## config.mk

```make
export PLATFORM = sky130hd
export DESIGN_NAME = miss_ni_top
export DESIGN_NICKNAME = d
export VERILOG_FILES = /design/src/rtl/miss_ni_pkg.sv /design/src/rtl/miss_ni_req_capture.sv /design/src/rtl/miss_ni_flit_seq.sv /design/src/rtl/miss_ni_rsp_demux.sv /design/src/rtl/miss_ni_top.sv
export SDC_FILE = /design/constraint.sdc
export NUM_CORES = 1
export LEC_CHECK = 0
export CAP_MARGIN = 30
export CORE_AREA = 4 4 202 204
export CTS_CLUSTER_SIZE = 14
export DETAILED_ROUTE_END_ITERATION = 8
export DIE_AREA = 0 0 206 208
export DONT_BUFFER_PORTS = 1
export GPL_TIMING_DRIVEN = 0
export PLACE_DENSITY = 0.55
export SLEW_MARGIN = 40
export SYNTH_ARGS = -nofsm -noshare
export SYNTH_HDL_FRONTEND = slang
export SYNTH_HIERARCHICAL = 1
export SYNTH_SLANG_ARGS = --single-unit
```

## constraint.sdc

```tcl
create_clock -name clk -period 9.13 [get_ports clk]
set_input_delay 1.3695 -clock clk [delete_from_list [all_inputs] [get_ports clk]]
set_output_delay 1.3695 -clock clk [all_outputs]
set_load 0.01 [all_outputs]
```

## src/rtl/miss_ni_pkg.sv

```systemverilog
package miss_ni_pkg;
  typedef enum logic [1:0] {
    KIND_NONE = 2'b00,
    KIND_INSN = 2'b01,
    KIND_DATA = 2'b10,
    KIND_BOTH = 2'b11
  } pkt_kind_e;

  typedef struct packed {
    logic has_i;
    logic has_d;
    logic is_wr;
  } req_flags_t;

  localparam int unsigned PREFETCH_WORDS = 4;
  localparam int unsigned IDX_W = 3;
endpackage

```

## src/rtl/miss_ni_req_capture.sv

```systemverilog
module miss_ni_req_capture
  import miss_ni_pkg::*;
#(
  parameter int unsigned AW = 32
) (
  input  logic          clk,
  input  logic          rst_n,
  input  logic          can_take,
  input  logic          i_rd_en,
  input  logic          d_rd_en,
  input  logic          d_wr_en,
  input  logic [AW-1:0] i_addr,
  input  logic [AW-1:0] d_addr,
  input  logic [AW-1:0] wdata,
  output logic          take,
  output pkt_kind_e     kind_q,
  output req_flags_t    flags_q,
  output logic [AW-1:0] ibase_q,
  output logic [AW-1:0] daddr_q,
  output logic [AW-1:0] wdata_q
);
  logic       any_d;
  pkt_kind_e  kind_d;
  req_flags_t flags_d;

  always_comb begin
    any_d         = d_rd_en | d_wr_en;
    take          = can_take & (i_rd_en | any_d);
    flags_d.has_i = i_rd_en;
    flags_d.has_d = any_d;
    flags_d.is_wr = d_wr_en;
    unique case ({i_rd_en, any_d})
      2'b10:   kind_d = KIND_INSN;
      2'b01:   kind_d = KIND_DATA;
      2'b11:   kind_d = KIND_BOTH;
      default: kind_d = KIND_NONE;
    endcase
  end

  always_ff @(posedge clk or negedge rst_n) begin
    if (!rst_n) begin
      kind_q  <= KIND_NONE;
      flags_q <= '0;
    end else if (take) begin
      kind_q  <= kind_d;
      flags_q <= flags_d;
    end
  end

  always_ff @(posedge clk) begin
    if (take) begin
      ibase_q <= i_addr;
      daddr_q <= d_addr;
      wdata_q <= wdata;
    end
  end
endmodule

```

## src/rtl/miss_ni_flit_seq.sv

```systemverilog
module miss_ni_flit_seq
  import miss_ni_pkg::*;
#(
  parameter int unsigned          AW     = 32,
  parameter int unsigned          NODE_W = 10,
  parameter logic [NODE_W-1:0]    SRC_ID = 10'd5,
  parameter logic [NODE_W-1:0]    DST_ID = 10'd17
) (
  input  logic          clk,
  input  logic          rst_n,
  input  logic          start,
  input  pkt_kind_e     kind,
  input  req_flags_t    flags,
  input  logic [AW-1:0] ibase,
  input  logic [AW-1:0] daddr,
  input  logic [AW-1:0] wdata,
  input  logic          net_ready,
  output logic          net_valid,
  output logic [AW+1:0] net_flit,
  output logic          busy
);
  localparam int unsigned PAD_W = AW - 2 * NODE_W - 2 - IDX_W - 1;

  logic             busy_q, busy_d;
  logic [IDX_W-1:0] idx_q, idx_d;
  logic [IDX_W-1:0] last_idx, d_pos;
  logic [AW-1:0]    offset, payload, header;
  logic             fire, is_head, is_tail;

  always_comb begin
    last_idx = (flags.has_i ? IDX_W'(PREFETCH_WORDS) : '0)
             + (flags.has_d ? IDX_W'(1) : '0)
             + (flags.is_wr ? IDX_W'(1) : '0);
    d_pos    = flags.has_i ? IDX_W'(PREFETCH_WORDS + 1) : IDX_W'(1);
    offset   = AW'(idx_q - IDX_W'(1)) << 2;
    header   = {DST_ID, SRC_ID, kind, last_idx, flags.is_wr, {PAD_W{1'b0}}};
    is_head  = (idx_q == '0);
    is_tail  = (idx_q == last_idx);
    if (is_head)
      payload = header;
    else if (flags.has_i && idx_q <= IDX_W'(PREFETCH_WORDS))
      payload = ibase + offset;
    else if (idx_q == d_pos)
      payload = daddr;
    else
      payload = wdata;
  end

  assign fire      = busy_q & net_ready;
  assign net_valid = busy_q;
  assign net_flit  = {is_head, is_tail, payload};
  assign busy      = busy_q;

  always_comb begin
    busy_d = busy_q;
    idx_d  = idx_q;
    if (start) begin
      busy_d = 1'b1;
      idx_d  = '0;
    end else if (fire) begin
      if (is_tail) begin
        busy_d = 1'b0;
        idx_d  = '0;
      end else begin
        idx_d = idx_q + IDX_W'(1);
      end
    end
  end

  always_ff @(posedge clk or negedge rst_n) begin
    if (!rst_n) begin
      busy_q <= 1'b0;
      idx_q  <= '0;
    end else begin
      busy_q <= busy_d;
      idx_q  <= idx_d;
    end
  end
endmodule

```

## src/rtl/miss_ni_rsp_demux.sv

```systemverilog
module miss_ni_rsp_demux #(
  parameter int unsigned LINE_W = 128
) (
  input  logic              clk,
  input  logic              rst_n,
  input  logic              set_i,
  input  logic              set_d,
  input  logic [LINE_W-1:0] mem_blk,
  input  logic              mem_i_valid,
  input  logic              mem_d_valid,
  output logic              pend_i,
  output logic              pend_d,
  output logic              ins_vld,
  output logic [LINE_W-1:0] ins_blk,
  output logic              dat_vld,
  output logic [LINE_W-1:0] dat_blk
);
  logic pend_i_q, pend_i_d, pend_d_q, pend_d_d;
  logic hit_i, hit_d;

  always_comb begin
    hit_i    = pend_i_q & mem_i_valid;
    hit_d    = pend_d_q & mem_d_valid;
    pend_i_d = set_i | (pend_i_q & ~hit_i);
    pend_d_d = set_d | (pend_d_q & ~hit_d);
  end

  always_ff @(posedge clk or negedge rst_n) begin
    if (!rst_n) begin
      pend_i_q <= 1'b0;
      pend_d_q <= 1'b0;
      ins_vld  <= 1'b0;
      dat_vld  <= 1'b0;
    end else begin
      pend_i_q <= pend_i_d;
      pend_d_q <= pend_d_d;
      ins_vld  <= hit_i;
      dat_vld  <= hit_d;
    end
  end

  always_ff @(posedge clk) begin
    if (hit_i) ins_blk <= mem_blk;
    if (hit_d) dat_blk <= mem_blk;
  end

  assign pend_i = pend_i_q;
  assign pend_d = pend_d_q;
endmodule

```

## src/rtl/miss_ni_top.sv

```systemverilog
module miss_ni_top
  import miss_ni_pkg::*;
#(
  parameter int unsigned       AW     = 32,
  parameter int unsigned       LINE_W = 128,
  parameter int unsigned       NODE_W = 10,
  parameter logic [NODE_W-1:0] SRC_ID = 10'd5,
  parameter logic [NODE_W-1:0] DST_ID = 10'd17
) (
  input  logic              clk,
  input  logic              rst_n,
  input  logic [AW-1:0]     i_miss_addr,
  input  logic              i_rd_en,
  input  logic [AW-1:0]     d_miss_addr,
  input  logic              d_rd_en,
  input  logic              d_wr_en,
  input  logic [AW-1:0]     d_wdata,
  output logic              req_ready,
  output logic              net_valid,
  input  logic              net_ready,
  output logic [AW+1:0]     net_flit,
  input  logic [LINE_W-1:0] mem_blk,
  input  logic              mem_i_valid,
  input  logic              mem_d_valid,
  output logic              ins_vld,
  output logic [LINE_W-1:0] ins_blk,
  output logic              dat_vld,
  output logic [LINE_W-1:0] dat_blk
);
  logic          take, busy, pend_i, pend_d;
  pkt_kind_e     kind_q;
  req_flags_t    flags_q;
  logic [AW-1:0] ibase_q, daddr_q, wdata_q;

  assign req_ready = ~busy & ~pend_i & ~pend_d;

  miss_ni_req_capture #(.AW(AW)) u_cap (
    .clk(clk), .rst_n(rst_n), .can_take(req_ready),
    .i_rd_en(i_rd_en), .d_rd_en(d_rd_en), .d_wr_en(d_wr_en),
    .i_addr(i_miss_addr), .d_addr(d_miss_addr), .wdata(d_wdata),
    .take(take), .kind_q(kind_q), .flags_q(flags_q),
    .ibase_q(ibase_q), .daddr_q(daddr_q), .wdata_q(wdata_q)
  );

  miss_ni_flit_seq #(.AW(AW), .NODE_W(NODE_W), .SRC_ID(SRC_ID), .DST_ID(DST_ID)) u_seq (
    .clk(clk), .rst_n(rst_n), .start(take), .kind(kind_q), .flags(flags_q),
    .ibase(ibase_q), .daddr(daddr_q), .wdata(wdata_q), .net_ready(net_ready),
    .net_valid(net_valid), .net_flit(net_flit), .busy(busy)
  );

  miss_ni_rsp_demux #(.LINE_W(LINE_W)) u_rsp (
    .clk(clk), .rst_n(rst_n),
    .set_i(take & i_rd_en), .set_d(take & d_rd_en & ~d_wr_en),
    .mem_blk(mem_blk), .mem_i_valid(mem_i_valid), .mem_d_valid(mem_d_valid),
    .pend_i(pend_i), .pend_d(pend_d),
    .ins_vld(ins_vld), .ins_blk(ins_blk), .dat_vld(dat_vld), .dat_blk(dat_blk)
  );
endmodule

```

==> results.json <==
{
  "utilization_pct": 39.94,
  "drcViolationCount": 0,
  "setup.worst_path.class": "register to output port",
  "rr_endpoint": "u_cap/ibase_q[22]",
  "yosysWarnings": 6,
  "antenna_left": 0,
  "clkPwrFrac_pct": 24.6,
  "combined_area_of_the_multi_input_logic_cells_sq_um": 2634,
  "cp-endpoint": "net_flit[31]",
  "die-area_sq_um": 42850,
  "synthCells": 773,
  "initial_utilization_pct": 34.89,
  "leakage_nw": 5.457,
  "wire_length_of_the_first_global_routing_pass_microns": 56600,
  "replace_congestion": 0.8930,
  "routed-via-count": 7195,
  "total_overflow_reported_by_the_global_router": 0,
  "async_reset_ff_share_pct": 3.562,
  "cp.required_ps": 7760,
  "synthSimpleGateAreaFrac_pct": 4.364,
  "min_period_ps": 5629,
  "max-slew-margin-rel_pct": 54.61,
  "irDropWorstVdd_uv": 171.4,
  "hold_fix_buffer_count_after_cts": 0,
  "h_tree_depth": 2,
  "clock_skew_ps": 9.650,
  "n_fill_cell": 3583,
  "drt_first_iter_violations": 557,
  "sequential_cell_area_sq_um": 10900,
  "grt_pass1_vias": 7460,
  "antenna_found_initial": 4,
  "reg2reg_setup_slack_ps": 6850,
  "switching_power_total_mw": 2.160,
  "num_rows": 73,
  "io-pin-count": 526,
  "global_route.usage.total_pct": 18.43,
  "cts_inserted_buffers": 38,
  "timing_max_transition_violations_final": 0,
  "synth_seq_cells": 365,
  "cts-root-buf": "clkbuf_16",
  "worstHoldPathCells": 1,
  "avgSynthCellArea_sq_um": 17.73,
  "synth-edff-count": 352,
  "synth_nets": 1041,
  "drive_gt1_share_pct": 11.03,
  "clock_sink_count": 365,
  "post_cts_sizing": 0,
  "area_delta_synth_final_pct": 14.45,
  "setup.worst_path.start": "u_seq/idx_q[1]",
  "clock_pin_slew_on_the_worst_setup_and_hold_paths_ps": 60,
  "critPathArrivalTime_ps": 4260,
  "wl_per_cell_microns": 29.94,
  "total_half_perimeter_wirelength_after_legalization_and_detailed_placement_microns": 30290,
  "numPortBuffers": 0,
  "ratio_of_final_minimum_period_to_clock_period_pct": 61.66,
  "synth-adder-area-share_pct": 3.342,
  "internal_power_mw": 3.676,
  "grt_start_max_net_pins": 42,
  "tightest_slew_ps": 680.8,
  "combPwrFrac_pct": 36.4,
  "die-width_microns": 206,
  "worst_hold_slack_ps": 473.1,
  "dieHeight_microns": 208,
  "timing.max_cap.violations": 0,
  "hold_class": "register to register",
  "final_stage_net_count": 1092,
  "xor_xnor_cell_area_share_of_the_yosys_netlist_pct": 1.470,
  "share_seq_of_total_power_pct": 39.1,
  "routed_wirelength_microns": 40960,
  "final-hold-violation-count": 0,
  "clockBufferDepth": 3,
  "pwr_density_cell_nw_per_um2": 372.1,
  "crit-reg2reg-launch": "u_seq/busy",
  "dp_slack_ps": 4046,
  "post_synth_instance_area_sq_um": 13700,
  "post_drt_via_cell_ratio": 5.260,
  "cp-start-kind": "register",
  "timing.reg2reg.worst_path_depth": 4,
  "grt_setup_unrepaired": "no",
  "post_synthesis_sequential_area_ratio_pct": 79.50,
  "critPathMaxFanout": 8,
  "report.final.setup_viol": 0,
  "dominant_combinational_cell_family_by_area_after_synthesis": "compound AO/OA/AOI/OAI gates",
  "worstSkewPairLatency_ps": 540,
  "total_power_mw": 5.837,
  "final_critical_path_setup_slack_ps": 3501,
  "synth_compound_gate_area_share_pct": 7.633,
  "run_status": "completed",
  "finalSetupTns_ps": 0,
  "count_of_buffers_added_by_post_cts_timing_repair_for_setup": 0,
  "p_sw_share_pct": 37.01,
  "placeableCoreArea_sq_um": 39280,
  "cts_tree": "yes",
  "synth_mux_area_share_pct": 2.301,
  "crit_path_end_kind": "output port",
  "achievable-frequency_mhz": 177.6,
  "dr.pass1.iters": 4,
  "synth.lib_cells_used.distinct": 61,
  "postSynth.topFlopCell": "edfxtp_1",
  "antenna_cells_inserted": 0
}
==> cell families (layout without fill, tap and decap cells) <==
family	after synthesis	count (layout)
adder cells (fa/ha/maj)	36	36
flip-flops	365	365
AND/OR/NAND/NOR	125	125
AO/OA/AOI/OAI	148	148
XOR/XNOR	23	23
buffers and inverters	45	115
multiplexers	31	31
==> through the flow <==
stage	instance area [sq um]	instances
after floorplan	13700	773
after global placement	14360	1298
after detailed placement	14550	1309
after CTS	15690	1368
after global routing	15690	1368
final	15690	1368
==> final cells by class <==
| cell class | instances | share of cell area [%] |
|---|---|---|
| flip-flops and latches | 365 | 69.46 |
| clock buffers | 42 | 6.158 |
| inverters | 24 | 0.5743 |
| multi-input cells | 363 | 16.79 |
| repair buffers | 11 | 1.117 |
| plain buffers | 21 | 0.6382 |
| clock inverters | 17 | 1.069 |
| well taps | 525 | 4.188 |
==> worst max-delay path: stages, from the launching register on <==
cell and delay, ps:
dfrtp_1 460, nor3_2 530, buf_2 320, buf_2 240, ha_1 250, buf_2 170
a21oi_1 190, o21ai_0 140, a221oi_1 480, o21ai_0 200, o21bai_1 190, a211oi_1 540
==> worst min path at each step <==
stage | start | endpoint | slack [ps]
CTS | rst_n | u_cap/flags_q[0] | 470
global route | rst_n | u_cap/flags_q[2] | 470
floorplan | u_cap/kind_q[1] | u_cap/kind_q[1] | 450
detailed placement | u_cap/kind_q[1] | u_cap/kind_q[1] | 470
finish | u_cap/kind_q[1] | u_cap/kind_q[1] | 470
global placement | u_cap/kind_q[1] | u_cap/kind_q[1] | 460
==> routing by layer <==
metal	track usage [%]	wire length (microns)
met5	0	42
met4	5.232	902
met1	20.00	14030
met2	31.21	20870
met3	9.959	5110
==> state kept, by name (all words and copies together), names as in the netlist <==
signal and count:
u_cap/daddr_q 32, u_cap/flags_q 3, u_cap/ibase_q 32, u_cap/kind_q 2, u_cap/wdata_q 32, u_rsp/dat_blk 128
u_rsp/dat_vld 1, u_rsp/ins_blk 128, u_rsp/ins_vld 1, u_rsp/pend_d 1, u_rsp/pend_i 1, u_seq/busy 1
u_seq/idx_q 3
==> power groups by stage <==
stage               Combinational (mW)  Clock (mW)  Sequential [mW]
finish                            2.12        1.43             2.28
global route                      2.32        1.56             2.30
CTS                               2.12        1.48             2.28
detailed placement                2.11           0             2.31
global placement                  2.06           0             2.34
floorplan                         1.53           0             2.28
==> Yosys cell counts, types with 3 or more instances <==
master | count | area [sq um]
buf_4 | 3 | 22.52
nand4_1 | 7 | 43.79
nand2_1 | 30 | 112.6
a211oi_1 | 17 | 127.6
nor2_1 | 41 | 153.9
mux2_2 | 4 | 45.04
buf_2 | 8 | 40.04
edfxtp_1 | 352 | 10570
or3_1 | 4 | 25.02
o21ai_0 | 9 | 45.04
clkbuf_1 | 9 | 33.78
xnor2_1 | 17 | 148.9
dfrtp_1 | 13 | 325.3
a211o_1 | 3 | 26.28
a21o_1 | 24 | 180.2
a31oi_1 | 3 | 18.77
ha_1 | 35 | 437.9
mux2i_1 | 27 | 270.3
nand2b_1 | 3 | 18.77
o2111ai_1 | 3 | 26.28
o22ai_1 | 6 | 37.54
o21ai_1 | 11 | 55.05
a21oi_1 | 37 | 185.2
nor3_1 | 6 | 30.03
nand3_1 | 8 | 40.04
a21oi_2 | 3 | 26.28
o21a_1 | 3 | 22.52
o21bai_1 | 5 | 37.54
nor2b_1 | 4 | 25.02
inv_1 | 24 | 90.09
and3_1 | 10 | 62.56
a32o_1 | 3 | 30.03
xor2_1 | 6 | 52.55
==> cell usage in the layout (no fill, tap or decap), types with 3 or more instances in the layout <==
master     instances
clkinv_1           5
mux2i_1           27
nor2b_1            4
buf_2             11
xnor2_1           17
a31oi_1            3
and3_1            10
nand2_1           30
inv_1             24
a21oi_1           37
o21ai_1           11
or3_1              4
clkbuf_1          13
a21o_1            24
nand2b_1           3
o2111ai_1          3
dfrtp_1           13
buf_4              3
ha_1              35
o21a_1             3
o21bai_1           5
o22ai_1            6
a32o_1             3
clkinv_2           4
a211o_1            3
o21ai_0            9
edfxtp_1         352
xor2_1             6
mux2_2             4
buf_12             8
nand3_1            8
nand4_1            7
nor2_1            41
a21oi_2            3
clkbuf_16         38
nor3_1             5
a211oi_1          17
No activity file was read; power rests on OpenSTA's default activity.
